[src/rtl/pllsrch_pkg.sv]
// Shared field widths, setting type, FSM encoding and word packing for
// the PLL setting search engine.
package pllsrch_pkg;

    localparam int MUL_W = 8;
    localparam int POST_W = 3;
    localparam int FLT_W = 3;

    localparam logic [MUL_W-1:0]  MUL_LAST  = '1;
    localparam logic [POST_W-1:0] POST_HIGH = '1;

    typedef struct packed {
        logic              pre;
        logic [POST_W-1:0] post;
        logic [MUL_W-1:0]  mul;
    } pll_set_t;

    typedef enum logic [1:0] {
        ST_IDLE,
        ST_CONV,
        ST_SCAN,
        ST_WRAP
    } eng_state_t;

    // Place the filter code and the setting fields into the 32-bit word.
    function automatic logic [31:0] pack_cfg(logic [FLT_W-1:0] code, pll_set_t s);
        logic [31:0] w;
        w        = '0;
        w[31:24] = 8'(code);
        w[23:16] = s.mul;
        w[8]     = s.pre;
        w[2:0]   = s.post;
        return w;
    endfunction

endpackage

[src/rtl/pllsrch_div.sv]
// Restoring divider by a constant.
// Divides an unsigned W-bit dividend by DIVISOR, one quotient bit per
// cycle, W cycles per division. Assumes DIVISOR >= 1. The quotient and
// remainder stay valid after done until the next start.
module pllsrch_div #(
    parameter int W       = 24,
    parameter int DIVISOR = 1000,
    localparam int DW     = $clog2(DIVISOR + 1),
    localparam int CNT_W  = $clog2(W + 1)
) (
    input  logic          clk,
    input  logic          rst_n,
    input  logic          start,
    input  logic [W-1:0]  dividend,
    output logic          busy,
    output logic          done,
    output logic [W-1:0]  quotient,
    output logic [DW-1:0] remainder
);

    localparam logic [DW:0]   DV_EXT = (DW + 1)'(DIVISOR);
    localparam logic [W+DW-1:0] DV_WIDE = (W + DW)'(DIVISOR);

    logic [CNT_W-1:0] cnt_q;
    logic [W-1:0]     quo_q;
    logic [DW-1:0]    rem_q;
    logic [W-1:0]     dvd_q;
    logic             busy_q;
    logic             done_q;
    logic [DW:0]      rem_sh;
    logic [DW:0]      rem_sub;

    // Shift the next dividend bit into the partial remainder and trial-subtract.
    always_comb begin
        rem_sh  = {rem_q, quo_q[W-1]};
        rem_sub = rem_sh - DV_EXT;
    end

    // One restoring step per cycle while busy.
    always_ff @(posedge clk) begin
        if (!rst_n) begin
            cnt_q  <= '0;
            quo_q  <= '0;
            rem_q  <= '0;
            dvd_q  <= '0;
            busy_q <= 1'b0;
            done_q <= 1'b0;
        end else begin
            done_q <= 1'b0;
            if (start && !busy_q) begin
                busy_q <= 1'b1;
                cnt_q  <= CNT_W'(W);
                quo_q  <= dividend;
                rem_q  <= '0;
                dvd_q  <= dividend;
            end else if (busy_q) begin
                if (rem_sh >= DV_EXT) begin
                    rem_q <= rem_sub[DW-1:0];
                    quo_q <= {quo_q[W-2:0], 1'b1};
                end else begin
                    rem_q <= rem_sh[DW-1:0];
                    quo_q <= {quo_q[W-2:0], 1'b0};
                end
                cnt_q <= cnt_q - 1'b1;
                if (cnt_q == CNT_W'(1)) begin
                    busy_q <= 1'b0;
                    done_q <= 1'b1;
                end
            end
        end
    end

    assign busy      = busy_q;
    assign done      = done_q;
    assign quotient  = quo_q;
    assign remainder = rem_q;

    // the MHz value fed to the band lookup is the true floor quotient.
    a_r5_div_exact: assert property (@(posedge clk) disable iff (!rst_n)
        done_q |-> (((W + DW)'(quo_q) * DV_WIDE + (W + DW)'(rem_q)) == (W + DW)'(dvd_q))
                   && ((DW + 1)'(rem_q) < DV_EXT));

endmodule

[src/rtl/pllsrch_walker.sv]
// Setting walker.
// Steps through every (pre, post, mul) setting in the required order and
// keeps a running product ref*(mul+1), so that no multiplier is needed.
// The trial frequency is that product shifted right by pre+post. A skip
// request abandons the rest of the current mul sweep. This is safe
// because the trial only grows with mul. 'last' marks the final step.
module pllsrch_walker
    import pllsrch_pkg::*;
#(
    parameter int FREQ_W  = 24,
    localparam int ACC_W  = FREQ_W + MUL_W + 1
) (
    input  logic              clk,
    input  logic              rst_n,
    input  logic              load,
    input  logic              step,
    input  logic              skip,
    input  logic [FREQ_W-1:0] ref_in,
    output pll_set_t          cur,
    output logic [ACC_W-1:0]  trial,
    output logic              last
);

    pll_set_t          cur_q;
    logic [ACC_W-1:0]  acc_q;
    logic [FREQ_W-1:0] ref_q;
    logic              sweep_end;
    logic [3:0]        shamt;

    // End of the current mul sweep, and end of the whole walk.
    always_comb begin
        sweep_end = skip || (cur_q.mul == MUL_LAST);
        last      = sweep_end && !cur_q.pre && (cur_q.post == '0);
        shamt     = 4'(cur_q.pre) + 4'(cur_q.post);
        trial     = acc_q >> shamt;
    end

    // Advance the setting and the running product.
    always_ff @(posedge clk) begin
        if (!rst_n) begin
            cur_q <= '0;
            acc_q <= '0;
            ref_q <= '0;
        end else if (load) begin
            ref_q      <= ref_in;
            acc_q      <= ACC_W'(ref_in);
            cur_q.pre  <= 1'b1;
            cur_q.post <= POST_HIGH;
            cur_q.mul  <= '0;
        end else if (step && !last) begin
            if (!sweep_end) begin
                cur_q.mul <= cur_q.mul + 1'b1;
                acc_q     <= acc_q + ACC_W'(ref_q);
            end else begin
                cur_q.mul <= '0;
                acc_q     <= ACC_W'(ref_q);
                if (cur_q.post != '0) begin
                    cur_q.post <= cur_q.post - 1'b1;
                end else begin
                    cur_q.pre  <= 1'b0;
                    cur_q.post <= POST_HIGH;
                end
            end
        end
    end

    assign cur = cur_q;

    // the running product always equals ref*(mul+1).
    a_r1_acc_product: assert property (@(posedge clk) disable iff (!rst_n)
        acc_q == ACC_W'(ref_q) * ACC_W'({1'b0, cur_q.mul} + 9'd1));

    // a sweep step moves mul upward by exactly one inside a group.
    a_r2_mul_upward: assert property (@(posedge clk) disable iff (!rst_n)
        (step && !load && !sweep_end) |=> (cur_q.mul != '0));

endmodule

[src/rtl/pllsrch_best.sv]
// Best-result tracker.
// Evaluates one trial per cycle against the target. Trials above the
// target are rejected and reported as 'over'. Among the rest, only a
// strictly smaller error replaces the stored best, so ties keep the
// earliest. 'hit' flags a trial equal to the target in the current cycle.
module pllsrch_best
    import pllsrch_pkg::*;
#(
    parameter int FREQ_W  = 24,
    localparam int ACC_W  = FREQ_W + MUL_W + 1
) (
    input  logic              clk,
    input  logic              rst_n,
    input  logic              clear,
    input  logic              eval,
    input  logic [ACC_W-1:0]  trial,
    input  logic [FREQ_W-1:0] target,
    input  pll_set_t          cur,
    output logic              over,
    output logic              hit,
    output logic              best_valid,
    output pll_set_t          best_set,
    output logic [FREQ_W-1:0] best_freq
);

    logic              valid_q;
    pll_set_t          set_q;
    logic [FREQ_W-1:0] freq_q;
    logic [FREQ_W-1:0] err_q;
    logic [FREQ_W-1:0] err;
    logic              take;

    // Overshoot test, error and replacement decision for this trial.
    always_comb begin
        over = trial > ACC_W'(target);
        err  = target - trial[FREQ_W-1:0];
        hit  = eval && !over && (err == '0);
        take = eval && !over && (!valid_q || (err < err_q));
    end

    // Hold the best setting seen since the last clear.
    always_ff @(posedge clk) begin
        if (!rst_n || clear) begin
            valid_q <= 1'b0;
            set_q   <= '0;
            freq_q  <= '0;
            err_q   <= '1;
        end else if (take) begin
            valid_q <= 1'b1;
            set_q   <= cur;
            freq_q  <= trial[FREQ_W-1:0];
            err_q   <= err;
        end
    end

    assign best_valid = valid_q;
    assign best_set   = set_q;
    assign best_freq  = freq_q;

    // a stored result never lies above the target.
    a_r3_best_below: assert property (@(posedge clk) disable iff (!rst_n)
        valid_q |-> (freq_q <= target));

    // within one search the stored error never grows.
    a_r3_err_shrinks: assert property (@(posedge clk) disable iff (!rst_n)
        (valid_q && !clear) |=> (err_q <= $past(err_q)));

endmodule

[src/rtl/pllsrch_filter.sv]
// Loop-filter band selection.
// Pure combinational: takes the reference in whole MHz and the chosen
// pre-divider bit, forms the pre-divided frequency and maps it to a band
// code and an out-of-range warning.
module pllsrch_filter
    import pllsrch_pkg::*;
#(
    parameter int FREQ_W = 24
) (
    input  logic [FREQ_W-1:0] ref_mhz,
    input  logic              pre,
    output logic [FLT_W-1:0]  code,
    output logic              warn
);

    localparam int LOW_MHZ  = 10;
    localparam int HIGH_MHZ = 200;

    logic [FREQ_W-1:0] pd_mhz;

    // Band lookup on the pre-divided MHz value.
    always_comb begin
        pd_mhz = ref_mhz >> pre;
        if (pd_mhz >= FREQ_W'(166))      code = 3'd7;
        else if (pd_mhz >= FREQ_W'(104)) code = 3'd6;
        else if (pd_mhz >= FREQ_W'(65))  code = 3'd5;
        else if (pd_mhz >= FREQ_W'(42))  code = 3'd4;
        else if (pd_mhz >= FREQ_W'(26))  code = 3'd3;
        else if (pd_mhz >= FREQ_W'(16))  code = 3'd2;
        else if (pd_mhz >= FREQ_W'(LOW_MHZ)) code = 3'd1;
        else                             code = 3'd0;
        warn = (pd_mhz < FREQ_W'(LOW_MHZ)) || (pd_mhz > FREQ_W'(HIGH_MHZ));
    end

endmodule

[src/rtl/pllsrch_engine.sv]
// PLL setting search engine, top level.
// Sequence: accept start, convert the reference to MHz, walk all settings
// one per cycle tracking the best, then pack the result and pulse done.
// Assumes start is sampled only while idle; results hold until the next
// completion.
module pllsrch_engine
    import pllsrch_pkg::*;
#(
    parameter int FREQ_W      = 24,
    parameter int KHZ_PER_MHZ = 1000,
    localparam int ACC_W      = FREQ_W + MUL_W + 1,
    localparam int REM_W      = $clog2(KHZ_PER_MHZ + 1)
) (
    input  logic              clk,
    input  logic              rst_n,
    input  logic              start,
    input  logic [FREQ_W-1:0] ref_khz,
    input  logic [FREQ_W-1:0] target_khz,
    output logic              busy,
    output logic              done,
    output logic [31:0]       cfg_word,
    output logic [FREQ_W-1:0] freq_khz,
    output logic              exact,
    output logic              range_warn,
    output logic              no_solution
);

    eng_state_t        state_q;
    logic [FREQ_W-1:0] tgt_q;
    logic              accept;
    logic              scanning;

    logic              div_busy;
    logic              div_done;
    logic [FREQ_W-1:0] ref_mhz;
    logic [REM_W-1:0]  div_rem;

    pll_set_t          cur;
    logic [ACC_W-1:0]  trial;
    logic              walk_last;

    logic              over;
    logic              hit;
    logic              best_valid;
    pll_set_t          best_set;
    logic [FREQ_W-1:0] best_freq;

    logic [FLT_W-1:0]  flt_code;
    logic              flt_warn;

    logic              done_q;
    logic [31:0]       cfg_q;
    logic [FREQ_W-1:0] freq_q;
    logic              exact_q;
    logic              warn_q;
    logic              nosol_q;

    // Handshake decode.
    always_comb begin
        accept   = (state_q == ST_IDLE) && start;
        scanning = (state_q == ST_SCAN);
    end

    pllsrch_div #(
        .W       (FREQ_W),
        .DIVISOR (KHZ_PER_MHZ)
    ) u_div (
        .clk       (clk),
        .rst_n     (rst_n),
        .start     (accept),
        .dividend  (ref_khz),
        .busy      (div_busy),
        .done      (div_done),
        .quotient  (ref_mhz),
        .remainder (div_rem)
    );

    pllsrch_walker #(
        .FREQ_W (FREQ_W)
    ) u_walk (
        .clk    (clk),
        .rst_n  (rst_n),
        .load   (accept),
        .step   (scanning),
        .skip   (over),
        .ref_in (ref_khz),
        .cur    (cur),
        .trial  (trial),
        .last   (walk_last)
    );

    pllsrch_best #(
        .FREQ_W (FREQ_W)
    ) u_best (
        .clk        (clk),
        .rst_n      (rst_n),
        .clear      (accept),
        .eval       (scanning),
        .trial      (trial),
        .target     (tgt_q),
        .cur        (cur),
        .over       (over),
        .hit        (hit),
        .best_valid (best_valid),
        .best_set   (best_set),
        .best_freq  (best_freq)
    );

    pllsrch_filter #(
        .FREQ_W (FREQ_W)
    ) u_flt (
        .ref_mhz (ref_mhz),
        .pre     (best_set.pre),
        .code    (flt_code),
        .warn    (flt_warn)
    );

    // Search sequencing and target capture.
    always_ff @(posedge clk) begin
        if (!rst_n) begin
            state_q <= ST_IDLE;
            tgt_q   <= '0;
        end else begin
            case (state_q)
                ST_IDLE: if (start) begin
                    tgt_q   <= target_khz;
                    state_q <= ST_CONV;
                end
                ST_CONV: if (div_done) state_q <= ST_SCAN;
                ST_SCAN: if (hit || walk_last) state_q <= ST_WRAP;
                default: state_q <= ST_IDLE;
            endcase
        end
    end

    // Result registers, loaded once per search on the wrap-up cycle.
    always_ff @(posedge clk) begin
        if (!rst_n) begin
            done_q  <= 1'b0;
            cfg_q   <= '0;
            freq_q  <= '0;
            exact_q <= 1'b0;
            warn_q  <= 1'b0;
            nosol_q <= 1'b0;
        end else begin
            done_q <= (state_q == ST_WRAP);
            if (state_q == ST_WRAP) begin
                if (best_valid) begin
                    cfg_q   <= pack_cfg(flt_code, best_set);
                    freq_q  <= best_freq;
                    exact_q <= (best_freq == tgt_q);
                    warn_q  <= flt_warn;
                    nosol_q <= 1'b0;
                end else begin
                    cfg_q   <= '0;
                    freq_q  <= '0;
                    exact_q <= 1'b0;
                    warn_q  <= 1'b0;
                    nosol_q <= 1'b1;
                end
            end
        end
    end

    assign busy        = (state_q != ST_IDLE);
    assign done        = done_q;
    assign cfg_word    = cfg_q;
    assign freq_khz    = freq_q;
    assign exact       = exact_q;
    assign range_warn  = warn_q;
    assign no_solution = nosol_q;

    // completion is a single-cycle pulse.
    a_r9_done_pulse: assert property (@(posedge clk) disable iff (!rst_n)
        done_q |=> !done_q);

    // no-solution results carry an all-zero word and frequency.
    a_r8_nosol_zero: assert property (@(posedge clk) disable iff (!rst_n)
        nosol_q |-> ((cfg_q == '0) && (freq_q == '0) && !exact_q && !warn_q));

    // an exact result reports the captured target as its frequency.
    a_r4_exact_freq: assert property (@(posedge clk) disable iff (!rst_n)
        (done_q && exact_q) |-> (freq_q == tgt_q));

    // a start while busy leaves the captured target untouched.
    a_r10_busy_start: assert property (@(posedge clk) disable iff (!rst_n)
        (busy && start) |=> $stable(tgt_q));

    // the conversion never runs during the setting walk.
    a_r9_conv_before_scan: assert property (@(posedge clk) disable iff (!rst_n)
        scanning |-> !div_busy);

endmodule

[config.mk]
export PLATFORM = sky130hd
export DESIGN_NAME = pllsrch_engine
export DESIGN_NICKNAME = d
export VERILOG_FILES = /design/src/rtl/pllsrch_pkg.sv /design/src/rtl/pllsrch_div.sv /design/src/rtl/pllsrch_walker.sv /design/src/rtl/pllsrch_best.sv /design/src/rtl/pllsrch_filter.sv /design/src/rtl/pllsrch_engine.sv
export SDC_FILE = /design/constraint.sdc
export NUM_CORES = 1
export LEC_CHECK = 0
export ABC_AREA = 1
export CORE_ASPECT_RATIO = 1.4
export CORE_UTILIZATION = 50
export DETAILED_ROUTE_END_ITERATION = 8
export PLACE_DENSITY = 0.7
export SLEW_MARGIN = 20
export SYNTH_ARGS = -nofsm -noshare
export SYNTH_HDL_FRONTEND = slang
export SYNTH_SLANG_ARGS = --single-unit
[constraint.sdc]
create_clock -name clk -period 6 [get_ports clk]
set_input_delay 1.2 -clock clk [delete_from_list [all_inputs] [get_ports clk]]
set_output_delay 1.2 -clock clk [all_outputs]
set_load 0.02 [all_outputs]
==> results of run 1 <==
[per-layer routing]
metal	GRT usage	vias up	routed length, microns
li1	-	7985	-
met1	0.324	7459	18800
met2	0.548	464	25000
met3	0.0360	170	2440
met4	0.192	0	3270
met5	0	-	0
[worst min path at each step]
stage                           startpoint               end  slack [ns]  cells after the start
final                     u_best.err_q[23]  u_best.err_q[23]        0.46                      2
after global routing      u_best.err_q[22]  u_best.err_q[22]        0.48                      2
after CTS                  u_best.err_q[8]   u_best.err_q[8]        0.46                      2
after detailed placement   u_best.err_q[3]   u_best.err_q[3]        0.44                      2
after global placement     u_best.err_q[0]   u_best.err_q[0]        0.44                      2
after floorplan            u_best.err_q[0]   u_best.err_q[0]        0.43                      2
[flip-flops by register name, summed over array words and instances (netlist names), 2 cells and up]
register and count:
cfg_word 15, freq_khz 24, state_q 2, tgt_q 24
u_best.best_freq 24, u_best.best_set 12, u_best.err_q 24, u_div.cnt_q 5
u_div.quotient 24, u_div.remainder 10, u_walk.acc_q 33, u_walk.cur 12
u_walk.ref_q 24
[worst max-delay path, delay by kind of cell (launching register included)]
kind                     cells  cell delay (ns)
adder cells (fa/ha/maj)      4             0.96
buffers and inverters        8             1.02
XOR/XNOR                     1             0.22
flip-flops                   1             0.35
AO/OA/AOI/OAI                6             0.94
AND/OR/NAND/NOR             22             2.03
[kinds of logic after synthesis]
| group | synth area share |
|---|---|
| compound gates | 0.179 |
| xor+xnor | 0.0285 |
| fa+ha+maj | 0.0849 |
| buf+inv | 0.108 |
| flops | 0.307 |
| mux | 0.00128 |
| other cells | 0.000240 |
| simple gates | 0.292 |
[stage by stage]
step / cell area [sq um] / utilization / instances / TNS [ns]
floorplan: 15700 / - / 2405 / 0
global placement: 16800 / 0.545 / 2792 / 0
detailed placement: 16800 / 0.545 / 2792 / 0
CTS: 17800 / 0.577 / 2840 / 0
global route: 18200 / 0.590 / 2853 / -8.75
finish: 18200 / 0.590 / 2853 / 0
[placed cells by master, fill, tap and decap left out, drive strengths merged, types with 40 or more instances in the layout]
| cell type | count |
|---|---|
| a21oi | 199 |
| buf | 40 |
| clkdlybuf4s50 | 93 |
| dfxtp | 240 |
| ha | 103 |
| inv | 285 |
| nand2 | 600 |
| nand3 | 229 |
| nor2 | 161 |
| o21ai | 188 |
[what timing repair did]
| action | CTS | global route |
|---|---|---|
| endpoints found under the hold margin | 0 | 0 |
| resized for setup | 0 | 55 |
| setup endpoints to repair | 0 | 60 |
| buffers inserted | 0 | 6 |
[where the power goes]
part	total (mW)	switching, mW	internal (mW)
combinational	6.58	4.37	2.20
sequential	2.06	0.226	1.84
clock	1.87	0.719	1.15
[layout make-up]
type	count	area, sq um
clock inverters	19	314
clock buffers	29	672
flip-flops and latches	240	4810
fillers	2971	12600
well taps	390	488
inverters	286	1080
multi-input cells	1751	9340
repair buffers	138	1460
==> metrics.csv, run 1 <==
metric,value,unit
p_leak,8.24,nW
synth_area_per_cell,6.55,sq um
synth_seq_area_share,0.307,
cts.sinks,240,
r2r_start,u_walk.cur[11],
r2r_cells,41,
crit_path_frequent_cell,nand2_1,
fin_crit,5.62,ns
dp_hpwl,36200,microns
gr-total-overflow,0,
critPathArrivalTime,6.12,ns
yosysMostFrequentCell,nand2_1,
async_flop_share,0,
insertion_delay,0.57,ns
slew_viol_final,0,
track_usage,0.301,
antenna_left,0,
synthFlopType,dfxtp_1,
path_clk_slew,0.06,ns
max_slew_margin,0.266,
pre_cts_ws,0.0619,ns
netlist_area,0.0157,sq mm
finalCritPeriodShare,0.937,
die_h,211,microns
ir_drop,0.000361,V
drv_cap,0,
postCtsHoldBufs,0,
endpoint_kind,register,
vias,16100,
start_kind,register,
hold_viol_final,0,
r2r_setup_slack,0.38,ns
crit_path_end,u_best.best_set[1],
routed_via_density,5.64,
synth_edf_count,0,
critical_path_class,register to register,
h-tree-depth,1,
ys_ff_latch,240,
drive_gt1_frac,0.0552,
dieArea,0.0320,sq mm
r2r_end,u_best.best_set[1],
max_freq,178,MHz
grt_pass1_vias,15400,
synth_cell_type_count,59,
rows,76,
totalPowerFinal,10.5,mW
max_stage_delay,0.35,ns
coreArea,0.0308,sq mm
drt_first_pass_iters,5,
hp-class,register to register,
synth.area.top_cells,"dfxtp_1 (31%), nand2_1 (14%), ha_1 (8.2%), nand3_1 (7.3%), inv_1 (6.7%)",
worstPathMaxFanout,17,
drc_errors,0,
cp-startpoint,u_walk.cur[11],
fin_nets,2599,
die_w,152,microns
ioPinCount,112,
grt_pass1_wl,76400,microns
synth_top_cell_area_share,0.307,
area_growth,16.0,%
drt_wl_total,49500,microns
wl_per_cell,17.4,microns
hold_ws,0.457,ns
powerDensity,579,mW/mm^2
portBuffers,94,
root_buffer,clkbuf_16,
clock-skew-final,0.0113,ns
cts-buffers-inserted,26,
status,"complete, no violations",
start_util,0.508,
grt_max_degree,76,
worstMarginPinSlew,1.10,ns
crit_slowest_cell,dfxtp_2,
cts_buffer_depth,3,
gp_congestion,0.949,
antenna_cells,0,
setup_slack,0.378,ns
yosys-top-cells-count,"nand2_1 (595), inv_1 (279), dfxtp_1 (240)",
cp.required,6.49,ns
syn-instance-count,2389,
drt_iter0_drc,931,
antenna_found_initial,0,
ys_warn_count,0,
report.final.setup_viol,0,
synth_top_area_cell,dfxtp_1,
cts_tree,done,
Power figures use the tool's default switching activity.
==> inputs of run 2 (changes only) <==
--- a/config.mk
+++ b/config.mk
@@ -8,6 +8,7 @@
 export ABC_AREA = 1
 export CORE_ASPECT_RATIO = 1.4
 export CORE_UTILIZATION = 50
+export CTS_BUF_LIST = sky130_fd_sc_hd__clkbuf_4
 export DETAILED_ROUTE_END_ITERATION = 8
 export PLACE_DENSITY = 0.7
 export SLEW_MARGIN = 20
==> run 2 against run 1 <==
Effect of this change:
- first-iteration DRC count decreased by 1.3%
- combinational power about the same
- core utilization decreased by 0.20 points
- non-clock buffer count is 3 higher
- count of clock-buffer cells in the layout is 69 higher
- clock power decreased by 15%
- clock skew rose by 0.049 ns
- cell count grew 2.4%
- flip-flop and latch count stayed put
- via count grew 2.3%
- design area shrank 0.34%
- global-route usage is 0.18 points higher
- critical path type unchanged
- largest power group unchanged
==> metrics.csv, run 2 (synthesis gave the netlist of run 1 again) <==
metric,value,unit
sw_frac_of_total,0.519,
vias,16400,
p_int,4.92,mW
critPathArrivalTime,6.25,ns
drv_cap,0,
root_buffer,clkbuf_4,
critical_path_class,register to register,
ir_drop,0.000243,V
drc_errors,0,
die_w,152,microns
cts_tree,done,
hold_viol_final,0,
grt_pass1_wl,76500,microns
cp.required,6.64,ns
gp_congestion,0.949,
finalCritPeriodShare,0.934,
track_usage,0.303,
cp-startpoint,u_walk.cur[8],
max_freq,178,MHz
clock-skew-final,0.0604,ns
dieArea,0.0320,sq mm
min-delay-start,u_best.err_q[23],
grt_max_degree,76,
mostFrequentLayoutCell,nand2_1,
dp_hpwl,36200,microns
endpoint_kind,register,
slew_viol_final,0,
worstMarginPinSlew,1.09,ns
routed_via_density,5.63,
portBuffers,94,
area_growth,15.6,%
seq_power_share,0.202,
final_core_util,0.588,
rows,76,
gr-total-overflow,0,
comb_power_share,0.643,
switchingPower,5.31,mW
fin_crit,5.61,ns
status,"complete, no violations",
antenna_found_initial,2,
fin_nets,2643,
report.final.setup_viol,0,
drt_wl_total,49900,microns
cts_buffer_depth,3,
die_h,211,microns
drive_gt1_frac,0.0783,
hp-class,register to register,
worstPathMaxFanout,17,
antenna_left,0,
h-tree-depth,3,
coreArea,0.0308,sq mm
worst_hold_path.num_cells,2,
max_slew_margin,0.272,
cts.sinks,240,
max_stage_delay,0.36,ns
wl_per_cell,17.1,microns
clockPowerShare,0.155,
r2r_start,u_walk.cur[8],
largest_reg_flops,33,
mostFrequentLayoutCells,"nand2_1 (589), inv_1 (277), dfxtp_1 (238)",
hold_ws,0.460,ns
p_leak,8.29,nW
grt_pass1_vias,15700,
cts-buffers-inserted,67,
top_register,u_walk.acc_q,
start_util,0.508,
drt_iter0_drc,919,
path_clk_slew,0.07,ns
insertion_delay,0.74,ns
drt_first_pass_iters,5,
start_kind,register,
r2r_cells,44,
powerDensity,565,mW/mm^2
ioPinCount,112,
crit_path_frequent_cell,nand2_1,
crit_slowest_cell,fa_2,
## run 2: cell count changes in the layout (fill, tap and decap cells not counted), sizes merged
cell	change
clkbuf	+70
bufinv	-5
buf	+2
clkinv	-2
diode	+2
inv	+1
## run 2: metrics by stage
stage	setup TNS, ns	std cells	setup WS [ns]	power [mW]	cell area, sq um
detailed placement	0	2792	0.0619	8.25	16800
CTS	0	2903	0.0119	9.87	17700
global placement	0	2792	0.207	8.15	16800
global route	-3.03	2921	-0.0980	11.1	18100
finish	0	2921	0.394	10.2	18100
floorplan	0	2405	0.467	6.59	15700
## run 2: worst paths after layout
| kind | to | slack, ns |
|---|---|---|
| hold reg to reg | u_best.err_q[23] | 0.46 |
| setup / recovery | u_best.err_q[2] | 0.39 |
| hold / removal | u_best.err_q[23] | 0.46 |
| setup reg to reg | u_best.err_q[2] | 0.39 |
## run 2: final cells by class
| type | instances | area [sq um] |
|---|---|---|
| Antenna cell | 2 | 5.00 |
| Clock buffer | 98 | 736 |
| Tap cell | 390 | 488 |
| Timing Repair Buffer | 141 | 1520 |
| Multi-Input combinational cell | 1751 | 9330 |
| Fill cell | 3029 | 12700 |
| Inverter | 286 | 1080 |
| Sequential cell | 240 | 4810 |
| Clock inverter | 13 | 139 |
## run 2: power by group through the flow
stage	Sequential, mW	Clock [mW]	Combinational (mW)
floorplan	2.01	0	4.58
global placement	2.08	0	6.07
detailed placement	2.08	0	6.17
CTS	2.05	1.62	6.20
global route	2.09	1.70	7.33
finish	2.06	1.59	6.57
## run 2: repair_timing
action                     4_1_cts  5_1_grt
setup endpoints to repair        0       60
hold buffers                     0        0
gates resized for setup          0       53
setup buffers                    0        7
## run 2: per-layer routing
metal  vias up  share of wire  global-route usage
met1      7597           0.37               0.318
met3       191          0.054              0.0485
met5         -              0                   0
met4         0          0.071               0.214
met2       547           0.50               0.542
li1       8113              -                   -
## run 2: worst max-delay path, delay by kind of cell (launching register included)
kind | cells | cell delay (ns)
buf+inv | 9 | 0.94
fa+ha+maj | 4 | 1.13
xor+xnor | 1 | 0.22
simple gates | 24 | 1.99
flops | 1 | 0.35
compound gates | 6 | 0.85
